`src/rtl/spu_pkg.sv`:
```
package spu_pkg;

  localparam int SPW = 16;

  typedef logic [SPW-1:0] sp_t;

  typedef enum logic {
    CONV_EMPTY = 1'b0,
    CONV_FULL  = 1'b1
  } conv_e;

  // pointer movement is the same in both conventions
  function automatic sp_t ptr_after_push(input sp_t sp);
    return sp - sp_t'(1);
  endfunction

  function automatic sp_t ptr_after_pull(input sp_t sp);
    return sp + sp_t'(1);
  endfunction

  // byte address touched by a push
  function automatic sp_t push_addr(input conv_e conv, input sp_t sp);
    return (conv == CONV_FULL) ? sp - sp_t'(1) : sp;
  endfunction

  // byte address touched by a pull
  function automatic sp_t pull_addr(input conv_e conv, input sp_t sp);
    return (conv == CONV_FULL) ? sp : sp + sp_t'(1);
  endfunction

  // value handed to the index register
  function automatic sp_t to_index(input conv_e conv, input sp_t sp);
    return (conv == CONV_FULL) ? sp : sp + sp_t'(1);
  endfunction

  // value taken from the index register
  function automatic sp_t from_index(input conv_e conv, input sp_t x);
    return (conv == CONV_FULL) ? x : x - sp_t'(1);
  endfunction

endpackage

```
`src/rtl/spu_mode_latch.sv`:
```
module spu_mode_latch
  import spu_pkg::*;
(
  input  logic  clk,
  input  logic  rst_n,
  input  logic  busy,
  input  logic  mode_req,
  output conv_e conv
);

  always_ff @(posedge clk) begin
    if (!rst_n) begin
      conv <= CONV_EMPTY;
    end else if (!busy) begin
      conv <= conv_e'(mode_req);
    end
  end

endmodule

```
`src/rtl/spu_addr_gen.sv`:
```
module spu_addr_gen
  import spu_pkg::*;
(
  input  conv_e conv,
  input  sp_t   sp,
  input  logic  push_acc,
  input  logic  pull_acc,
  output sp_t   addr,
  output logic  addr_valid,
  output sp_t   x_val
);

  always_comb begin
    addr = '0;
    if (push_acc) begin
      addr = push_addr(conv, sp);
    end else if (pull_acc) begin
      addr = pull_addr(conv, sp);
    end
  end

  assign addr_valid = push_acc | pull_acc;
  assign x_val      = to_index(conv, sp);

endmodule

```
`src/rtl/spu_ptr_reg.sv`:
```
module spu_ptr_reg
  import spu_pkg::*;
#(
  parameter sp_t RESET_SP = sp_t'(16'h01FF)
) (
  input  logic  clk,
  input  logic  rst_n,
  input  conv_e conv,
  input  logic  reject,
  input  logic  load_sel,
  input  logic  x2s_sel,
  input  logic  push_acc,
  input  logic  pull_acc,
  input  sp_t   load_val,
  input  sp_t   x_val,
  output sp_t   sp,
  output logic  err
);

  sp_t sp_nxt;

  always_comb begin
    sp_nxt = sp;
    if (load_sel) begin
      sp_nxt = load_val;
    end else if (x2s_sel) begin
      sp_nxt = from_index(conv, x_val);
    end else if (push_acc) begin
      sp_nxt = ptr_after_push(sp);
    end else if (pull_acc) begin
      sp_nxt = ptr_after_pull(sp);
    end
  end

  always_ff @(posedge clk) begin
    if (!rst_n) begin
      sp  <= RESET_SP;
      err <= 1'b0;
    end else begin
      sp  <= sp_nxt;
      err <= reject;
    end
  end

endmodule

```
`src/rtl/spu_stack_ptr.sv`:
```
module spu_stack_ptr
  import spu_pkg::*;
#(
  parameter sp_t RESET_SP = sp_t'(16'h01FF)
) (
  input  logic           clk,
  input  logic           rst_n,
  input  logic           mode_i,
  input  logic           push_i,
  input  logic           pull_i,
  input  logic           s2x_i,
  input  logic           x2s_i,
  input  logic [SPW-1:0] x_i,
  input  logic           load_i,
  input  logic [SPW-1:0] load_val_i,
  output logic [SPW-1:0] sp_o,
  output logic [SPW-1:0] addr_o,
  output logic           addr_valid_o,
  output logic [SPW-1:0] x_o,
  output logic           err_o
);

  // named internal events, visible to the bound checker
  logic  busy;
  logic  reject;
  logic  load_sel;
  logic  x2s_sel;
  logic  push_acc;
  logic  pull_acc;
  conv_e conv;
  sp_t   sp;

  assign busy     = push_i | pull_i | s2x_i | x2s_i | load_i;
  assign reject   = push_i & pull_i;
  assign load_sel = load_i & ~reject;
  assign x2s_sel  = x2s_i & ~load_i & ~reject;
  assign push_acc = push_i & ~pull_i & ~load_i & ~x2s_i;
  assign pull_acc = pull_i & ~push_i & ~load_i & ~x2s_i;

  spu_mode_latch u_mode (
    .clk      (clk),
    .rst_n    (rst_n),
    .busy     (busy),
    .mode_req (mode_i),
    .conv     (conv)
  );

  spu_ptr_reg #(
    .RESET_SP (RESET_SP)
  ) u_ptr (
    .clk      (clk),
    .rst_n    (rst_n),
    .conv     (conv),
    .reject   (reject),
    .load_sel (load_sel),
    .x2s_sel  (x2s_sel),
    .push_acc (push_acc),
    .pull_acc (pull_acc),
    .load_val (load_val_i),
    .x_val    (x_i),
    .sp       (sp),
    .err      (err_o)
  );

  spu_addr_gen u_addr (
    .conv       (conv),
    .sp         (sp),
    .push_acc   (push_acc),
    .pull_acc   (pull_acc),
    .addr       (addr_o),
    .addr_valid (addr_valid_o),
    .x_val      (x_o)
  );

  assign sp_o = sp;

endmodule

```
`config.mk`:
```
export PLATFORM = sky130hd
export DESIGN_NAME = spu_stack_ptr
export DESIGN_NICKNAME = d
export VERILOG_FILES = /design/src/rtl/spu_pkg.sv /design/src/rtl/spu_mode_latch.sv /design/src/rtl/spu_addr_gen.sv /design/src/rtl/spu_ptr_reg.sv /design/src/rtl/spu_stack_ptr.sv
export SDC_FILE = /design/constraint.sdc
export NUM_CORES = 1
export LEC_CHECK = 0
export BUFFER_PORTS_ARGS = -buffer_cell sky130_fd_sc_hd__buf_4
export CORE_ASPECT_RATIO = 0.7
export CORE_MARGIN = 2
export CORE_UTILIZATION = 44
export DETAILED_ROUTE_END_ITERATION = 10
export MAX_ROUTING_LAYER = met4
export PLACE_DENSITY = 0.75
export SKIP_CTS_REPAIR_TIMING = 1
export SLEW_MARGIN = 20
export SYNTH_ARGS = -nofsm -noshare
export SYNTH_HDL_FRONTEND = slang
export SYNTH_SLANG_ARGS = --single-unit
```
`constraint.sdc`:
```
create_clock -name clk -period 3.63 [get_ports clk]
set_input_delay 0.726 -clock clk [delete_from_list [all_inputs] [get_ports clk]]
set_output_delay 0.726 -clock clk [all_outputs]
set_load 0.05 [all_outputs]
```
Word level (Yosys, flattened, before mapping):

Cells that the tools add are included.

* register bits: 18
* bits of input ports: 40

* add/subtract/negate cells: 3
* muxes and demuxes: 9
* bitwise operators: 20
* reduce and logical (&&, ||, !) cells: 1

Operator list (count)
* 16-bit 2-to-1 mux: 9
* 16-bit by 1-bit subtractor with 16-bit output, second input constant: 2
* 16-bit by 1-bit adder with 16-bit output, second input constant: 1
* 1-bit bitwise AND: 10
* 1-bit NOT: 5
* 1-bit OR: 5
* 4-bit nonzero test: 1

Longest topological paths before layout:

Gate-level depths: netlist of run 1.

* depth after elaboration: 8
* mapped depth: 8
* depth with buffers taken out: 7

By module:

From an unflattened synthesis of run 1, not the netlist that was laid out.

* cells, all modules: 420
* area, all modules: 3166.8 um^2

Modules (own cells, without submodules)
* spu_ptr_reg: instances 1, cells each 250, area an instance 1923.1 um^2
* spu_addr_gen: instances 1, cells each 159, area an instance 1141.1 um^2
* spu_stack_ptr: instances 1, cells each 8, area an instance 66.3 um^2
* spu_mode_latch: instances 1, cells each 3, area an instance 36.3 um^2

Worst setup path before layout of run 1:

No wires, ideal clock.

* kind: input-to-output
* from: in pull_i
* to: out addr_o[5]
* data arrival time: 3143 ps
* data required time: 2904 ps
* path slack: -239 ps
* cell stages on the path: 6
* path buffers: 3
* cell sequence: clkbuf_1 > nor4b_1 > clkbuf_1 > clkbuf_1 > nor2_1 > o31ai_1

* cells in the longest elaborated chain, start to end: 5

Ends and longest elaborated chain
* from (decl): line spu_stack_ptr.sv:10 `input logic pull_i,`
* 1-bit bitwise AND / 1-bit NOT (equally long branches): line spu_stack_ptr.sv:38, spu_stack_ptr.sv:37
* 1-bit bitwise AND, on equally long branches (2 in a row): line spu_stack_ptr.sv:38, spu_stack_ptr.sv:37
* 16-bit 2-to-1 mux / 1-bit bitwise AND (equally long branches): line spu_addr_gen.sv:17, spu_stack_ptr.sv:37
* 16-bit 2-to-1 mux (*): line spu_addr_gen.sv:15 `if (push_acc) begin`
* to (decl): line spu_stack_ptr.sv:17 `output logic [SPW-1:0] addr_o,`

Mark *: on every way between the ends. The rest lies on a longest branch, timed or not.

Worst setup path in the final report of run 1:

* from: reg u_ptr.sp[6]
* to: out addr_o[13]

* cells in the longest elaborated chain, start to end: 4

Ends and longest elaborated chain
* from (decl): line spu_ptr_reg.sv:16 `output sp_t sp,`
* from (signal assigned): line spu_ptr_reg.sv:40 `sp <= sp_nxt;`
* 16-bit by 1-bit adder with 16-bit output: line spu_pkg.sv:28 `return (conv == CONV_FULL) ? sp : sp + sp_t'(1);`
* 16-bit 2-to-1 mux: line spu_pkg.sv:28
* 16-bit 2-to-1 mux: line spu_addr_gen.sv:17 `end else if (pull_acc) begin`
* 16-bit 2-to-1 mux (*): line spu_addr_gen.sv:15

Marks and branches as above.

==> results of run 1 <==
==> routing by layer <==
layer | global-route usage, % | up-vias | part of all wire, % | routed length (µm)
li1 | - | 1734 | - | -
met1 | 46.04 | 1721 | 46 | 4807
met2 | 41.46 | 274 | 41 | 4262
met3 | 3.024 | 13 | 13 | 1312
met4 | 6.849 | 0 | 0.96 | 101
met5 | - | - | 0 | 0
==> registers in the layout (all words and copies together), names as in the netlist <==
| name | flops |
|---|---|
| u_ptr.sp | 16 |
| u_mode.conv | 1 |
| u_ptr.err | 1 |
==> layout by cell type (no fill, tap or decap), types with 6 or more instances in the layout <==
| cell | Yosys | routed |
|---|---|---|
| nand4_1 | 11 | 11 |
| inv_1 | 9 | 9 |
| buf_4 | 0 | 103 |
| and3_1 | 8 | 8 |
| a211oi_1 | 7 | 7 |
| a21oi_1 | 22 | 22 |
| nand2_1 | 33 | 33 |
| o211ai_1 | 7 | 7 |
| a31oi_1 | 7 | 7 |
| o31a_1 | 6 | 6 |
| nor4_1 | 10 | 10 |
| nor3_1 | 25 | 25 |
| nand3_1 | 13 | 13 |
| nor2_1 | 35 | 35 |
| or3_1 | 10 | 10 |
| xnor2_1 | 16 | 16 |
| o21ai_0 | 27 | 24 |
| xor2_1 | 18 | 18 |
| a22oi_1 | 9 | 9 |
| o221ai_1 | 10 | 10 |
| dfxtp_1 | 18 | 18 |
==> metrics by stage <==
| step | instances | cell area [µm²] | setup WS (ps) | util, % | hold slack [ps] |
|---|---|---|---|---|---|
| final | 565 | 3646 | 216.2 | 58.09 | 590.7 |
| after global routing | 565 | 3646 | 30.14 | 58.09 | 627.2 |
| after CTS | 565 | 3646 | 271.6 | 58.09 | 581.5 |
| after detailed placement | 561 | 3591 | 343.6 | 57.22 | 570.1 |
| after global placement | 561 | 3591 | 356.9 | 57.22 | 551.7 |
| after floorplan | 425 | 2877 | 28.69 | - | 787.4 |
==> worst max-delay path, stage by stage (launching register included) <==
cell	delay, ps
dfxtp_1	740
nand3_1	240
nor4_1	760
nand2_1	200
a21oi_1	190
a21oi_1	80
buf_4	210
==> kinds of logic after synthesis <==
group,share of synthesized area (%)
flip-flops,12.55
buffers and inverters,7.843
XOR/XNOR,10.37
AO/OA/AOI/OAI,31.07
adder cells (fa/ha/maj),1.307
multiplexers,2.658
AND/OR/NAND/NOR,34.21
==> final timing paths <==
kind / end / start / cells after the start
setup / recovery: addr_o[13] / u_ptr.sp[6]$_SDFFE_PN1P_ / 6
hold / removal: u_ptr.sp[1]$_SDFFE_PN1P_ / u_ptr.sp[1]$_SDFFE_PN1P_ / 2
setup reg to reg: u_ptr.sp[15]$_SDFFE_PN0P_ / u_ptr.sp[6]$_SDFFE_PN1P_ / 5
hold reg to reg: u_ptr.sp[1]$_SDFFE_PN1P_ / u_ptr.sp[1]$_SDFFE_PN1P_ / 2
==> where the power goes <==
part           switching [mW]  internal (mW)  total, mW  leakage, nW
clock network          0.0729         0.0966      0.170       0.0288
registers              0.0469          0.217      0.264        0.150
logic                   0.485          0.237      0.722         1.28
total                   0.605          0.551       1.16         1.46
==> layout make-up <==
| cell class | instances | share of cell area [%] |
|---|---|---|
| clock buffer | 4 | 1.510 |
| inverter | 9 | 0.9266 |
| multi-input combinational | 352 | 63.25 |
| sequential | 18 | 9.883 |
| tap | 78 | 2.677 |
| timing repair buffer | 104 | 21.76 |
==> flow_metrics.py, run 1 <==
metrics = {
    "critical_path": {
        "critPathRequiredTime_ps": 2900,
        "cp-start-kind": "flip-flop",
        "worstPathArrival_ps": 2690,
        "worstSetupPathType": "flip-flop to primary output",
        "reg2reg_slack_ps": 1190,
        "critPathMaxFanout": 17,
        "worstSetupEndpointType": "primary output",
    },
    "layout": {
        "multi_input_area_mm2": 0.002306,
        "nets": 531,
        "regArea_um2": 360.3,
        "n_antenna_cell": 0,
        "areaGrowthSynthToFinish_pct": 26.97,
        "drive_gt1_share_pct": 25.67,
        "nFillCells": 604,
    },
    "detailed_routing": {
        "wl_um": 10480,
        "drtIter0Drc": 455,
        "remaining_drc_errors": 0,
        "dr.pass1.iters": 6,
        "num_vias": 3742,
        "via_per_inst": 6.623,
        "drtAntennaViolNets": 0,
        "wl_per_cell_um": 18.55,
    },
    "floorplanning": {
        "num_rows": 24,
        "io_pins": 90,
        "die_h_um": 71.59,
        "die-width_um": 100.6,
        "start_util_pct": 45.75,
        "die_area_mm2": 0.007199,
        "core_mm2": 0.006276,
    },
    "global_route": {
        "grt_max_degree": 43,
        "grt_usage_pct": 29.88,
        "antenna_found_initial": 0,
        "grt_pass1_vias": 3209,
        "grt_pass1_wl_um": 16790,
        "grt_overflow_total": 0,
    },
    "yosys": {
        "yosysTopAreaCell": "dfxtp_1",
        "synth_edf_count": 0,
        "synth_top_flop_cell": "dfxtp_1",
        "synthesis.area_mm2": 0.002872,
        "yosysMostFrequentCell": "clkbuf_1",
        "yosys.cell_types.count": 64,
        "yosys.area.top_type_share_pct": 12.55,
        "avgSynthCellArea_um2": 6.756,
        "seq_area_frac_synth_pct": 12.55,
        "synth_fp_nets": 468,
        "ys_warn_count": 0,
        "yosys-top-cells-count": "clkbuf_1 (38), nor2_1 (35), nand2_1 (33)",
        "synth-async-reset-ratio_pct": 0,
        "netlist_instances": 425,
        "synthTopCellsByArea": "dfxtp_1 (13%), xor2_1 (5.5%), clkbuf_1 (5.0%), xnor2_1 (4.9%), o21ai_0 (4.7%)",
        "ys_seq_elements": 18,
    },
    "clocking": {
        "cts_tree": "yes",
        "htree_levels": 1,
        "clock_sinks": 18,
        "clk_path_buf_depth": 2,
        "clock_latency_ps": 260,
        "path_clk_slew_ps": 80,
        "cts_buffers": 3,
        "root_buffer": "clkbuf_8",
    },
    "placement": {
        "io_buffers": 89,
        "dp.final_hpwl_um": 7885,
        "gp_congestion": 0.9359,
    },
    "timing": {
        "worstMarginPinSlew_ps": 828.5,
        "rsz0062_at_grt": "no",
        "slew_violations": 0,
        "setup_viol": 0,
        "timing.fmax_mhz": 292.9,
        "finalHoldViolations": 0,
        "setup_tns_ps": 0,
        "period_needed_ps": 3414,
        "skew_ps": 12.63,
        "slew_headroom_pct": 44.26,
        "fin_crit_sh_pct": 94.04,
    },
    "power": {
        "p_leak_nw": 1.462,
        "powerDensity_mw_per_mm2": 317.0,
        "power_mw": 1.156,
        "vdd_drop_max_mv": 0.1508,
    },
    "run_status": {
        "status": "finished clean",
    },
    "hold_path": {
        "hold_class": "flip-flop to flip-flop",
    },
    "flow_run": {
        "drv_cap": 0,
    },
}
(Power assumes the default switching activity.)
==> run 2, diff against run 1 <==
--- a/config.mk
+++ b/config.mk
@@ -6,7 +6,6 @@
 export NUM_CORES = 1
 export LEC_CHECK = 0
 export BUFFER_PORTS_ARGS = -buffer_cell sky130_fd_sc_hd__buf_4
-export CORE_ASPECT_RATIO = 0.7
 export CORE_MARGIN = 2
 export CORE_UTILIZATION = 44
 export DETAILED_ROUTE_END_ITERATION = 10
==> flow_metrics.py, run 2 (synthesis results as in run 1) <==
metrics = {
    "run_status": {
        "status": "finished clean",
    },
    "layout": {
        "largest_reg_flops": 16,
        "fin_util_pct": 57.51,
        "final_common_cell": "buf_4",
        "top_regs": "u_ptr.sp: 16 flops, u_mode.conv: 1 flops, u_ptr.err: 1 flops",
        "nets": 532,
        "n_antenna_cell": 0,
        "nFillCells": 644,
        "largest_register": "u_ptr.sp",
        "drive_gt1_share_pct": 25.82,
        "areaGrowthSynthToFinish_pct": 26.45,
        "layout_common_cells": "buf_4 (105), nor2_1 (35), nand2_1 (33), nor3_1 (25), o21ai_0 (24)",
    },
    "power": {
        "vdd_drop_max_mv": 0.1805,
        "powerDensity_mw_per_mm2": 315.2,
        "power_mw": 1.145,
        "p_leak_nw": 1.455,
    },
    "clocking": {
        "cts_tree": "yes",
        "path_clk_slew_ps": 70,
        "clock_latency_ps": 260,
        "root_buffer": "clkbuf_8",
        "clk_path_buf_depth": 2,
        "cts_buffers": 3,
        "htree_levels": 1,
        "clock_sinks": 18,
    },
    "timing": {
        "setup_tns_ps": 0,
        "rsz0062_at_grt": "no",
        "timing.fmax_mhz": 290.3,
        "period_needed_ps": 3444,
        "fin_crit_sh_pct": 94.88,
        "setup_viol": 0,
        "skew_ps": 2.602,
        "worstMarginPinSlew_ps": 837.7,
        "slew_headroom_pct": 43.64,
        "slew_violations": 0,
        "finalHoldViolations": 0,
    },
    "placement": {
        "dp.final_hpwl_um": 7413,
        "gp_congestion": 0.9870,
        "io_buffers": 89,
    },
    "floorplanning": {
        "die_h_um": 84.79,
        "start_util_pct": 45.48,
        "io_pins": 90,
        "die-width_um": 84.79,
        "core_mm2": 0.006314,
        "die_area_mm2": 0.007189,
        "num_rows": 29,
    },
    "critical_path": {
        "worstSetupPathType": "flip-flop to primary output",
        "worstSetupEndpointType": "primary output",
        "reg2reg_to": "u_ptr.sp[14]$_SDFFE_PN0P_",
        "r2r_start": "u_ptr.sp[1]$_SDFFE_PN1P_",
        "critPathRequiredTime_ps": 2900,
        "critPathMaxFanout": 9,
        "rr_worst_depth": 7,
        "cp-endpoint": "addr_o[14]",
        "worstPathArrival_ps": 2720,
        "reg2reg_slack_ps": 1180,
        "cp-start-kind": "flip-flop",
        "startpoint": "u_ptr.sp[1]$_SDFFE_PN1P_",
    },
    "detailed_routing": {
        "remaining_drc_errors": 0,
        "wl_per_cell_um": 17.30,
        "via_per_inst": 6.388,
        "dr.pass1.iters": 5,
        "wl_um": 9772,
        "drtAntennaViolNets": 0,
        "drtIter0Drc": 483,
        "num_vias": 3609,
    },
    "hold_path": {
        "hold_class": "flip-flop to flip-flop",
    },
    "global_route": {
        "grt_max_degree": 44,
        "grt_overflow_total": 0,
        "grt_pass1_wl_um": 15950,
        "grt_usage_pct": 27.53,
        "grt_pass1_vias": 3157,
        "antenna_found_initial": 0,
    },
    "flow_run": {
        "drv_cap": 0,
    },
}
run 2: changes by cell type in the layout (fill, tap and decap cells not counted), sizes merged:
cell  delta
buf      +1
run 2: area by class of cell:
type                    instances  area [µm²]  area share, %
repair buffers                105       788.3          21.71
multi-input cells             352        2297          63.27
well taps                      77       96.34          2.653
clock buffers                   4       55.05          1.516
inverters                       9       33.78         0.9304
flip-flops and latches         18       360.3          9.924
run 2: report_power, final:
group / switching, mW / internal [mW]
Clock: 0.0729 / 0.0966
Combinational: 0.477 / 0.236
Sequential: 0.0450 / 0.217
run 2: through the flow:
stage | cell area [µm²] | hold slack, ps | instances | worst slack [ps]
global placement | 3576 | 624.6 | 561 | 328.0
CTS | 3631 | 667.9 | 565 | 223.5
detailed placement | 3576 | 654.8 | 561 | 330.6
floorplan | 2877 | 787.4 | 425 | 28.69
finish | 3631 | 669.4 | 565 | 185.7
global route | 3631 | 698.4 | 565 | 26.89
run 2: routing by layer:
metal / vias to the layer above / wire (µm) / track usage, %
met3: 15 / 875 / 2.655
met1: 1664 / 4242 / 38.82
met5: - / 0 / -
li1: 1729 / - / -
met2: 201 / 4521 / 42.09
met4: 0 / 132 / 7.359
run 2: worst min-delay path by stage:
stage | slack (ps) | startpoint | cells after the start | end
4_1_cts | 670 | u_ptr.sp[15]$_SDFFE_PN0P_ | 2 | u_ptr.sp[15]$_SDFFE_PN0P_
3_3_place_gp | 620 | u_ptr.sp[15]$_SDFFE_PN0P_ | 2 | u_ptr.sp[15]$_SDFFE_PN0P_
2_1_floorplan | 790 | u_mode.conv$_SDFFE_PN0N_ | 5 | u_ptr.sp[5]$_SDFFE_PN1P_
3_5_place_dp | 650 | u_ptr.sp[15]$_SDFFE_PN0P_ | 2 | u_ptr.sp[15]$_SDFFE_PN0P_
6_report | 670 | u_ptr.sp[15]$_SDFFE_PN0P_ | 2 | u_ptr.sp[15]$_SDFFE_PN0P_
5_1_grt | 700 | u_ptr.sp[15]$_SDFFE_PN0P_ | 2 | u_ptr.sp[15]$_SDFFE_PN0P_
run 2: critical path, stage by stage, from the launching register on:
cell and delay, ps:
dfxtp_1 400, inv_1 160, ha_1 220, or3b_2 530, or2_1 280, nor3_1 320
a311oi_1 160, a31oi_1 170, buf_4 220
